`src/rtl/addr_io_decoder.sv`:
```
module addr_io_decoder #(
  parameter int DIGITS = 8,
  parameter int TICK_W = 16
) (
  input  logic                  clk,
  input  logic                  rst,
  input  logic [15:0]           addr,
  input  logic [15:0]           wdata,
  input  logic                  rd_en,
  input  logic                  wr_en,
  input  logic                  byte_sel,
  output logic [15:0]           rdata,
  output logic                  rom_sel,
  output logic                  ram_sel,
  output logic                  ram_we,
  input  logic [15:0]           rom_rdata,
  input  logic [15:0]           ram_rdata,
  input  logic [7:0]            ser_in,
  input  logic                  tick,
  output logic [7:0]            ser_out,
  output logic                  ser_in_busy,
  output logic [8*DIGITS-1:0]   digits
);

  localparam logic [15:0] RX_ADDR   = 16'h4100;
  localparam logic [15:0] TX_ADDR   = 16'h4102;
  localparam logic [15:0] TICK_ADDR = 16'h4000;
  localparam logic [7:0]  DIG_PAGE  = 8'h42;

  logic in_rom, in_io, in_ram;
  logic rx_rd, tick_rd, tx_wr, io_byte_wr;
  logic [7:0] rx_buf;
  logic [TICK_W-1:0] tick_cnt;
  logic [15:0] io_rdata;

  assign in_rom = (addr[15:14] == 2'b00);
  assign in_io  = (addr[15:14] == 2'b01);
  assign in_ram = addr[15];

  assign rom_sel = rd_en & in_rom;
  assign ram_sel = in_ram & (rd_en | wr_en);
  assign ram_we  = in_ram & wr_en;

  assign rx_rd      = rd_en & byte_sel & (addr == RX_ADDR);
  assign tick_rd    = rd_en & ~byte_sel & (addr == TICK_ADDR);
  assign io_byte_wr = wr_en & byte_sel & in_io;
  assign tx_wr      = io_byte_wr & (addr == TX_ADDR);

  always_comb begin
    io_rdata = '0;
    if (rx_rd)   io_rdata = {8'h00, rx_buf};
    if (tick_rd) io_rdata = 16'(tick_cnt);
  end

  always_comb begin
    rdata = '0;
    if (rd_en) begin
      if (in_rom)      rdata = rom_rdata;
      else if (in_ram) rdata = ram_rdata;
      else             rdata = io_rdata;
    end
  end

  always_ff @(posedge clk) begin
    if (rst)                rx_buf <= '0;
    else if (ser_in != 0)   rx_buf <= ser_in;
    else if (rx_rd)         rx_buf <= '0;
  end
  assign ser_in_busy = (rx_buf != 0);

  always_ff @(posedge clk) begin
    if (rst)          tick_cnt <= '0;
    else if (tick_rd) tick_cnt <= TICK_W'(tick);
    else if (tick)    tick_cnt <= tick_cnt + 1'b1;
  end

  always_ff @(posedge clk) begin
    if (rst)        ser_out <= '0;
    else if (tx_wr) ser_out <= wdata[7:0];
    else            ser_out <= '0;
  end

  for (genvar i = 0; i < DIGITS; i++) begin : g_digit
    logic hit;
    assign hit = io_byte_wr & (addr[15:8] == DIG_PAGE) & (addr[7:0] == 8'(i));
    always_ff @(posedge clk) begin
      if (rst)      digits[8*i +: 8] <= '0;
      else if (hit) digits[8*i +: 8] <= wdata[7:0];
    end
  end


  rom_nowrite_chk: assert property (@(posedge clk) disable iff (rst)
    (wr_en && in_rom) |-> (!ram_we && !ram_sel));


  rx_capture_chk: assert property (@(posedge clk) disable iff (rst)
    (ser_in != 0) |=> (ser_in_busy && rx_buf == $past(ser_in)));


  rx_clear_chk: assert property (@(posedge clk) disable iff (rst)
    (rx_rd && ser_in == 0) |=> !ser_in_busy);


  tx_idle_chk: assert property (@(posedge clk) disable iff (rst)
    !tx_wr |=> (ser_out == 0));


  tick_read_chk: assert property (@(posedge clk) disable iff (rst)
    tick_rd |=> (tick_cnt == TICK_W'($past(tick))));


  dig_hold_chk: assert property (@(posedge clk) disable iff (rst)
    !(io_byte_wr && addr[15:8] == DIG_PAGE) |=> $stable(digits));

endmodule

```
`config.mk`:
```
export PLATFORM = sky130hd
export DESIGN_NAME = addr_io_decoder
export DESIGN_NICKNAME = d
export VERILOG_FILES = /design/src/rtl/addr_io_decoder.sv
export SDC_FILE = /design/constraint.sdc
export NUM_CORES = 1
export LEC_CHECK = 0
export BUFFER_PORTS_ARGS = -buffer_cell sky130_fd_sc_hd__clkbuf_2
export CAP_MARGIN = 10
export CELL_PAD_IN_SITES_DETAIL_PLACEMENT = 1
export CELL_PAD_IN_SITES_GLOBAL_PLACEMENT = 1
export CORE_MARGIN = 4
export CORE_UTILIZATION = 38
export CTS_BUF_LIST = sky130_fd_sc_hd__clkbuf_8 sky130_fd_sc_hd__clkbuf_16
export CTS_CLUSTER_DIAMETER = 80
export DETAILED_ROUTE_END_ITERATION = 16
export HOLD_SLACK_MARGIN = 0.15
export PLACE_DENSITY_LB_ADDON = 0.1
export SETUP_SLACK_MARGIN = 0.15
export SYNTH_ARGS = -nofsm -noshare
export SYNTH_HDL_FRONTEND = slang
export SYNTH_SLANG_ARGS = --single-unit
```
`constraint.sdc`:
```
create_clock -name clk -period 3.4 [get_ports clk]
set_clock_uncertainty 0.15 [all_clocks]
set_input_delay 0.51 -clock clk [delete_from_list [all_inputs] [get_ports clk]]
set_output_delay 0.51 -clock clk [all_outputs]
set_load 0.005 [all_outputs]
```
# --- Yosys cells after proc, flatten, opt, wreduce, memory -nomap -nowiden ---
# Index checks and enable logic that the tools add are counted.
word_totals:
  word_cells: 64
  out_inout_bits: 92
  input_bits: 78
  reg_bits: 96
op_classes:
  mux: 9
  n_eq_ne: 12
  reduce_logical: 8
  n_bitwise: 22
  n_addsub: 1
ops:
  columns: ["op", "n"]
  rows:
  - ["$mux W16", 4]
  - ["$eq A16 B15 Y1 const B", 3]
  - ["$eq A8 B3 Y1 const B", 4]
  - ["$mux W8", 3]
  - ["$and A1 B1 Y1", 19]
  - ["$add A16 B1 Y16 const B", 1]
  - ["$eq A8 B2 Y1 const B", 2]
  - ["$reduce_bool A8 Y1", 2]
  - ["$eq A8 B1 Y1 const B", 1]
  - ["$eq A8 B7 Y1 const B", 1]
  - ["$logic_not A8 Y1", 1]
  - ["$reduce_bool A2 Y1", 2]
  - ["$reduce_or A2 Y1", 2]
  - ["$eq A2 B1 Y1 const B", 1]
  - ["$logic_not A2 Y1", 1]
  - ["$mux W1", 2]
  - ["$not A1 Y1", 2]
  - ["$or A1 B1 Y1", 1]

# --- Longest topological paths before layout ---
# Gate-level depths: netlist (run 1).
logic_depth:
  depth_word: 7
  depth_mapped: 7
  mapped_depth_nobuf: 5

# --- Worst setup path before layout (run 1) ---
# OpenSTA, ideal clock, no wires.
synth_timing:
  kind: "input port to output port"
  startpoint: "input port addr[13]"
  endpoint: "output port rdata[6]"
  required_ns: 2.740
  slack_ns: 0.818
  arrival_time_ns: 1.922
  cell_stages: 6
  n_path_buf: 2
  path_cell_list: "nor4b_1 > and4_1 > buf_2 > clkbuf_1 > a31oi_1 > a21oi_1"
synth_via:
  elab_chain_len: 7
  word_cells_on_any_way: 9
  cone_classes: "2 x eq/ne; 5 x mux; 2 x bitwise"
synth_rtl:
  columns: ["item", "line_no", "source"]
  rows:
  - ["start, declared", "7", "input logic [15:0] addr,"]
  - ["$eq A16 B15 Y1", "44", "assign rx_rd = rd_en & byte_sel & (addr == RX_ADDR);"]
  - ["$and A1 B1 Y1", "44", null]
  - ["$mux W8", "51", "if (rx_rd) io_rdata = {8'h00, rx_buf};"]
  - ["$mux W16 (*)", "52", "if (tick_rd) io_rdata = 16'(tick_cnt);"]
  - ["$mux W16 (*)", "59", "else if (in_ram) rdata = ram_rdata;"]
  - ["$mux W16 (*)", "58", "if (in_rom) rdata = rom_rdata;"]
  - ["$mux W16 (*)", "57", "if (rd_en) begin"]
  - ["end, declared", "12", "output logic [15:0] rdata,"]
# Mark *: on every way between the ends. The rest lies on a longest branch, timed or not.

# --- Worst setup path after layout (run 1) ---
layout_timing:
  startpoint: "input port addr[15]"
  endpoint: "output port rdata[8]"
layout_via:
  elab_chain_len: 6
  word_cells_on_any_way: 7
  cone_classes: "1 x eq/ne; 4 x mux; 1 x bitwise; 1 x reduce/logical"
layout_rtl:
  columns: ["item", "line_no", "source"]
  rows:
  - ["$eq A16 B15 Y1", "45", "assign tick_rd = rd_en & ~byte_sel & (addr == TICK_ADDR);"]
  - ["$and A1 B1 Y1", "45", null]
  - ["$mux W16", "52", null]
  - ["$mux W16", "59", null]
  - ["$mux W16 (*)", "58", null]
  - ["$mux W16 (*)", "57", null]
# Marks and branches as above.

==> qor.yml, run 1 <==
cpLargestDelayFamily: "buffers and inverters"
routed_wl_mm: 13.07
power_density_nw_per_um2: 390.2
muxShareOfSynthArea_pct: 13.99
syn_nets: 530
ys.flop_type: "dfxtp_1"
clk-insertion-delay-late_ps: 360
worst_slew_pin_slew_ps: 659.6
finalSetupViolations: 0
hpwl_mm: 10.24
total_leakage_power_nw: 2.507
path_buf_inv: 4
status: "finished, final reports clean"
timing.final.ws_setup_ps: 392.0
fmax_ghz: 0.3324
synth-compound-area-share_pct: 10.83
hold_viol: 0
die_y_um: 112.6
antennaDiodeCount: 0
vias: 3889
synthDistinctLibCells: 43
slew_headroom_pct: 55.62
antenna_found_initial: 0
slowest_delay_ps: 450
synth-simple-area-share_pct: 23.04
end_kind: "primary output"
place_congestion: 0.8138
critPathArrivalTime_ps: 2350
drtIter0Drc: 90
tns_ps: 0
firstDrtPassIters: 4
synth_top_family_by_area: "simple AND/OR/NAND/NOR gates"
clk_path_buf_depth: 2
netlist_area_um2: 4159
drc: 0
crit_chain: "clkbuf_2 -> nor4b_1 -> buf_4 -> and4_1 -> buf_4 -> nand3_1 -> a21boi_0 -> clkbuf_2"
min_path_type: "input pin to register"
clock-sinks: 96
max-cap-violations: 0
die_x_um: 112.6
port_buffers: 161
grt_overflow: 0
fp-row-count: 37
synth-adder-area-share_pct: 0.3008
grt_max_degree: 59
post_cts_buffers: 0
drv_slew: 0
grt_setup_unrepaired: "false"
cts_made_buffers: 9
io_pins: 170
dieArea_um2: 12680
finalNetCount: 684
final_layout_size_suffix_gt1_share_pct: 31.80
pre_cts_ws_ps: 334.5
ys_ff_latch: 96
area_growth_pct: 26.84
core-area_um2: 10510
vdd_drop_max_mv: 0.2750
synth-xor-area-share_pct: 2.948
path_max_fanout: 27
routedWlPerCell_um: 17.52
synth_area_per_cell_um2: 9.222
post_cts_resize_count: 0
cts_hold_buf: 0
synth-seq-area-share_pct: 46.21
grt_pass1_vias: 4069
crit_type: "input pin to primary output"
clockRootBuffer: "clkbuf_8"
antenna_left: 0
final_core_util_pct: 50.20
syn_inst: 451
grt_use_total_pct: 20.53
path_clk_slew_ps: 100
grt_pass1_wl_mm: 20.93
synth-edff-count: 0
avgViaCountPerCell: 5.213
finalWorstPathRequiredPeriod_ps: 3008
critPathSlowestCell: "nor4b_1"
whs_ps: 233.6
start_kind: "input pin"
crit_required_ps: 2740
synthArstFlopShare_pct: 0
total_power_mw: 2.058
cts_tree: "done"
fill_cells: 1291
htreeDepth: 3
ys.warnings.count: 0
initial_core_util_pct: 39.58
fin_crit_sh_pct: 88.47
[routing by layer]
layer,vias to the layer above,global-route usage [%],wire (um)
met3,13,6.092,947
met4,0,5.288,159
met5,-,0,0
li1,1924,-,-
met1,1839,25.85,5812
met2,113,34.36,6154
[per-stage QoR]
stage                     std cells  cell area [um2]
after floorplan                 451             4159
after global placement          730             5080
after detailed placement        730             5080
after CTS                       746             5275
after global routing            746             5275
final                           746             5275
[sequential cells by signal, summed over array words and instances (netlist names)]
signal,cells
rx_buf,8
tick_cnt,16
digits,64
ser_out,8
[report_power, final]
group	total, mW	internal, mW	switching [mW]
logic	0.170	0.0703	0.100
registers	1.14	1.13	0.00867
clock network	0.748	0.306	0.442
total	2.06	1.51	0.551
[cells by family after synthesis]
family | count (synthesis)
and+or+nand+nor | 187
DFF | 96
AOI/OAI and AO/OA | 67
muxes | 58
buffers and inverters | 28
xor gates and xnor gates | 14
adders and majority gates | 1
[synth_stat cells, types with 6 or more instances]
cell      instances  area, um2
a22o_1            8      70.07
o21ai_0           8      40.04
nor2_1           25      93.84
a22oi_1           8      60.06
nor4_1           10      62.56
xnor2_1          10      87.58
a31oi_1           8      50.05
nand4_1           6      37.54
nand3_1          28      140.1
mux2i_1          57      570.6
and2_1           12      75.07
a21oi_1          17      85.08
clkbuf_1         17      63.81
a21boi_0          9      67.56
nand2_1          71      266.5
o221ai_1          8      70.07
dfxtp_1          96       1922
nor3_1            6      30.03
nor2b_1           6      37.54
[area by class of cell]
type,count,area (um2),share of cell area [%]
timing repair buffer,166,843.3,15.99
sequential,96,1922,36.43
inverter,5,18.77,0.3558
clock inverter,6,57.56,1.091
multi-input combinational,327,2126,40.30
clock buffer,10,137.6,2.609
tap,136,170.2,3.226
[worst paths after layout]
check	cells after the start	slack (ps)	to	startpoint
setup / recovery	8	390	rdata[8]	addr[15]
hold / removal	2	230	rx_buf[6]	ser_in[6]
setup reg to reg	4	1630	tick_cnt[11]	tick_cnt[2]
hold reg to reg	2	320	digits[37]	digits[37]
[layout by cell type (no fill, tap or decap), types with 2 or more instances in the layout]
cell / n
inv_1: 3
nand3_2: 4
clkbuf_8: 10
nor2b_1: 6
nand4_1: 6
xnor2_1: 10
clkbuf_2: 161
inv_6: 3
nand2_1: 71
xor2_1: 4
nand3_1: 28
a22oi_1: 8
nor2_1: 25
inv_8: 2
nand4_2: 2
mux2i_1: 57
nor4_1: 10
a21oi_1: 17
o221ai_1: 8
a22o_1: 8
a21boi_0: 9
and4_1: 3
dfxtp_1: 96
buf_4: 5
a31oi_1: 8
and2_1: 12
o21ai_0: 8
nor3_1: 6
nand2b_1: 2
or4_1: 2
No activity file was read; power rests on OpenSTA's default activity.
==> run 2: changes to the inputs <==
CORE_ASPECT_RATIO = 1.75   (was default)
CORE_UTILIZATION = 39   (was 38)
CTS_BUF_LIST = sky130_fd_sc_hd__clkbuf_8   (was sky130_fd_sc_hd__clkbuf_8 sky130_fd_sc_hd__clkbuf_16)
==> run 2 against run 1 <==
Net effect: clock power shrank 3.1%; setup slack gained 84 ps; total power shrank 1.1%; global-route usage grew 1.4 points; critical path depth is the same; sequential power is essentially flat; critical endpoint is now rdata[12]; final cell count shrank 1.1%; via count grew 1.4%; largest cell class unchanged; highest routed layer unchanged; fmax grew 2.9%; sequential share of layout area is essentially flat; combinational power is essentially flat; sequential cell count is the same.
==> qor.yml, run 2 (synthesized netlist as in run 1, its figures left out) <==
core-area_um2: 10360
clockRootBuffer: "clkbuf_8"
die_x_um: 86.06
cp-startpoint: "addr[15]"
antennaDiodeCount: 0
path_clk_slew_ps: 110
drtIter0Drc: 131
clk_path_buf_depth: 2
cts_tree: "done"
drv_slew: 0
area_growth_pct: 26.68
firstDrtPassIters: 4
routedWlPerCell_um: 18.46
worst_slew_pin_slew_ps: 713.3
grt_pass1_vias: 4127
regMostFlops: "digits"
tns_ps: 0
fin_crit_sh_pct: 86.01
fin_cells: 738
power_density_nw_per_um2: 386.3
dieArea_um2: 12450
reg.largest.list: "digits (64), tick_cnt (16)"
path_max_fanout: 27
htreeDepth: 3
antenna_found_initial: 0
most-common-layout-cells: "clkbuf_2 (161), dfxtp_1 (96), nand2_1 (71)"
fmax_ghz: 0.3420
post_cts_buffers: 0
avgViaCountPerCell: 5.343
fill_cells: 1285
antenna_left: 0
finalNetCount: 685
vdd_drop_max_mv: 0.2807
place_congestion: 0.7506
finalSetupViolations: 0
hold_path.startpoint: "ser_in[3]"
grt_max_degree: 44
mostFrequentLayoutCell: "clkbuf_2"
min_path_type: "input pin to register"
reg2reg_from: "tick_cnt[2]"
grt_overflow: 0
vias: 3943
io_pins: 170
end_kind: "primary output"
clk-insertion-delay-late_ps: 360
die_y_um: 144.6
reg2reg_setup_slack_ps: 1530
largest_reg_flops: 64
crit_required_ps: 2740
critPathArrivalTime_ps: 2260
final_layout_size_suffix_gt1_share_pct: 31.91
seq_area_um2: 1922
fp-row-count: 49
multi_input_area_um2: 2126
port_buffers: 161
hpwl_mm: 10.71
hold_viol: 0
status: "finished, final reports clean"
max-cap-violations: 0
placedCellCount: 722
finalWorstPathRequiredPeriod_ps: 2924
cts_made_buffers: 9
grt_pass1_wl_mm: 21.45
drc: 0
grt_setup_unrepaired: "false"
post_cts_resize_count: 0
total_leakage_power_nw: 2.507
slew_headroom_pct: 52.38
routed_wl_mm: 13.63
grt_use_total_pct: 21.96
start_kind: "input pin"
clock-sinks: 96
cts_hold_buf: 0
crit_type: "input pin to primary output"
initial_core_util_pct: 40.14
## run 2: final cells by class
| class | count | area share, % |
|---|---|---|
| repair buffers | 167 | 16.15 |
| clock buffers | 10 | 2.612 |
| flip-flops and latches | 96 | 36.48 |
| well taps | 127 | 3.016 |
| clock inverters | 6 | 1.045 |
| multi-input cells | 327 | 40.35 |
| inverters | 5 | 0.3562 |
## run 2: worst paths after layout
check                 end  cells past startpoint
max             rdata[12]                      8
max reg2reg  tick_cnt[11]                      4
min reg2reg    digits[39]                      2
min             rx_buf[3]                      2
## run 2: per-stage QoR
stage | power, mW | cell area, um2 | hold WS, ps | utilization, % | setup slack, ps
after floorplan | 1.244 | 4159 | 301.1 | - | 818.4
after global placement | 1.333 | 5076 | 294.6 | 48.99 | 530.7
after detailed placement | 1.339 | 5076 | 301.1 | 48.99 | 486.9
after CTS | 2.056 | 5269 | 208.8 | 50.85 | 472.9
after global routing | 2.124 | 5269 | 215.0 | 50.85 | 250.7
final | 2.036 | 5269 | 218.3 | 50.85 | 475.8
## run 2: worst max-delay path, stage by stage
cell,delay [ps]
clkbuf_2,200
nor4b_1,400
buf_4,200
and4_1,180
buf_4,280
nand3_1,120
a21boi_0,200
clkbuf_2,150
## run 2: power breakdown
group | total (mW) | switching, mW | leakage [nW] | internal (mW)
logic | 0.170 | 0.0992 | 1.64 | 0.0706
clock network | 0.725 | 0.429 | 0.0956 | 0.296
registers | 1.14 | 0.00961 | 0.775 | 1.13
## run 2: metal layers
metal	global-route usage, %	wire [um]	share of wire, %
met5	0	0	0
met4	7.173	261	1.9
met3	4.903	775	5.7
met2	43.39	7723	57
met1	22.07	4866	36
==> run 3: changes to the inputs <==
==> constraint.sdc (replaced) <==
create_clock -name clk -period 3.4 [get_ports clk]
set_clock_uncertainty 0.15 [all_clocks]
set_input_delay 0.51 -clock clk [delete_from_list [all_inputs] [get_ports clk]]
set_output_delay 0.51 -clock clk [all_outputs]
set_load 0.01 [all_outputs]
==> run 3 against run 2 <==
Net effect: first-iteration DRC count down 2.3%; die area is the same; clock-buffer cell count is the same; critical path depth unchanged; fmax about the same; combinational power up 3%; routed wire length grew 0.39%; global-route usage grew 0.51 points; via count is 0.74% lower; sequential cell count is the same; setup slack got worse by 1.3 ps; final cell count fell by 0.41%.
==> qor.yml, run 3 (synthesized netlist as in run 1, its figures left out) <==
clockRootBuffer: "clkbuf_8"
crit_type: "input pin to primary output"
fmax_ghz: 0.3418
grt_overflow: 0
total_leakage_power_nw: 2.515
grt_max_degree: 44
area_growth_pct: 27.02
hold_viol: 0
worst_slew_pin_slew_ps: 723.7
grtUsageMet2_pct: 43.51
r2r-end: "tick_cnt[6]"
grt_pass1_vias: 4189
power_density_nw_per_um2: 401.7
antenna_left: 0
min_to: "rx_buf[3]"
path_clk_slew_ps: 90
clk_path_buf_depth: 2
port_buffers: 161
finalNetCount: 685
start_kind: "input pin"
min_path_type: "input pin to register"
finalWorstPathRequiredPeriod_ps: 2926
status: "finished, final reports clean"
max-cap-violations: 0
met3_usage_pct: 5.245
use_met1_pct: 23.28
io_pins: 170
path_max_fanout: 27
htreeDepth: 3
drv_slew: 0
internal_power_mw: 1.625
drc: 0
antennaDiodeCount: 0
switchingPower_uw: 496.7
power_frac_seq_pct: 53.7
power_frac_clock_pct: 38.0
reg2reg_setup_slack_ps: 1590
end_kind: "primary output"
final_layout_size_suffix_gt1_share_pct: 31.58
regMostFlops: "digits"
largest_reg_flops: 64
finalSetupViolations: 0
cts_made_buffers: 9
hpwl_mm: 10.75
cts_hold_buf: 0
fin_crit_sh_pct: 86.05
slew_headroom_pct: 51.68
final_core_util_pct: 50.98
total_power_mw: 2.122
reg.largest.list: "digits (64), tick_cnt (16)"
place_congestion: 0.7495
die_y_um: 144.6
pre_cts_ws_ps: 462.8
crit_required_ps: 2740
cts_tree: "done"
cp-startpoint: "addr[15]"
clk-insertion-delay-late_ps: 360
avgViaCountPerCell: 5.325
initial_core_util_pct: 40.14
die_x_um: 86.06
critPathArrivalTime_ps: 2270
grt_setup_unrepaired: "false"
vias: 3914
firstDrtPassIters: 4
core-area_um2: 10360
min_path_cells: 2
post_cts_buffers: 0
whs_ps: 231.1
tns_ps: 0
reg2reg_from: "tick_cnt[2]"
grt_pass1_wl_mm: 21.86
fp-row-count: 49
grt.busiest_layer: "met2"
reg2reg_depth: 4
most-common-layout-cells: "clkbuf_2 (161), dfxtp_1 (96), nand2_1 (71)"
grt_use_total_pct: 22.47
drtIter0Drc: 128
mostFrequentLayoutCell: "clkbuf_2"
vdd_drop_max_mv: 0.2892
hold_path.startpoint: "ser_in[3]"
p_comb_share_pct: 8.3
timing.final.ws_setup_ps: 474.5
routed_wl_mm: 13.68
post_cts_resize_count: 0
dieArea_um2: 12450
routedWlPerCell_um: 18.61
p_sw_share_pct: 23.41
antenna_found_initial: 0
clock-sinks: 96
-- run 3: changes by cell type in the layout (fill, tap and decap cells not counted), sizes merged --
cell | previous run | this run
bufinv | 0 | 2
clkinv | 5 | 2
clkinvlp | 1 | 0
inv | 5 | 4
-- run 3: cell type report --
cell class,count,area (um2)
Sequential cell,96,1922
Clock buffer,10,137.6
Multi-Input combinational cell,327,2126
Tap cell,127,158.9
Clock inverter,3,68.82
Inverter,5,18.77
Fill cell,1271,5079
Timing Repair Buffer,167,850.8
-- run 3: worst max-delay path, stage by stage --
cell,delay (ps)
clkbuf_2,200
nor4b_1,390
buf_4,200
and4_1,180
buf_4,270
nand3_1,140
a21boi_0,200
clkbuf_2,160
-- run 3: how the worst max path moves through the flow --
stage	end
4_1_cts	rdata[8]
2_1_floorplan	rdata[6]
3_5_place_dp	rdata[8]
6_report	rdata[8]
3_3_place_gp	rdata[8]
5_1_grt	rdata[8]
-- run 3: metrics by stage --
stage / instance area (um2) / std cells
after global routing: 5283 / 735
after CTS: 5283 / 735
after floorplan: 4159 / 451
after global placement: 5076 / 722
after detailed placement: 5076 / 722
final: 5283 / 735
-- run 3: routing by layer --
metal	share of wire [%]	vias up
met2	56	107
li1	-	1909
met3	5.5	21
met4	1.9	0
met1	36	1877
met5	0	-
-- run 3: power by group through the flow --
| stage | sequential, mW | clock (mW) | combinational [mW] |
|---|---|---|---|
| global route | 1.14 | 0.873 | 0.196 |
| global placement | 1.17 | 0 | 0.172 |
| detailed placement | 1.17 | 0 | 0.177 |
| floorplan | 1.16 | 0 | 0.0871 |
| finish | 1.14 | 0.806 | 0.175 |
| CTS | 1.14 | 0.826 | 0.178 |
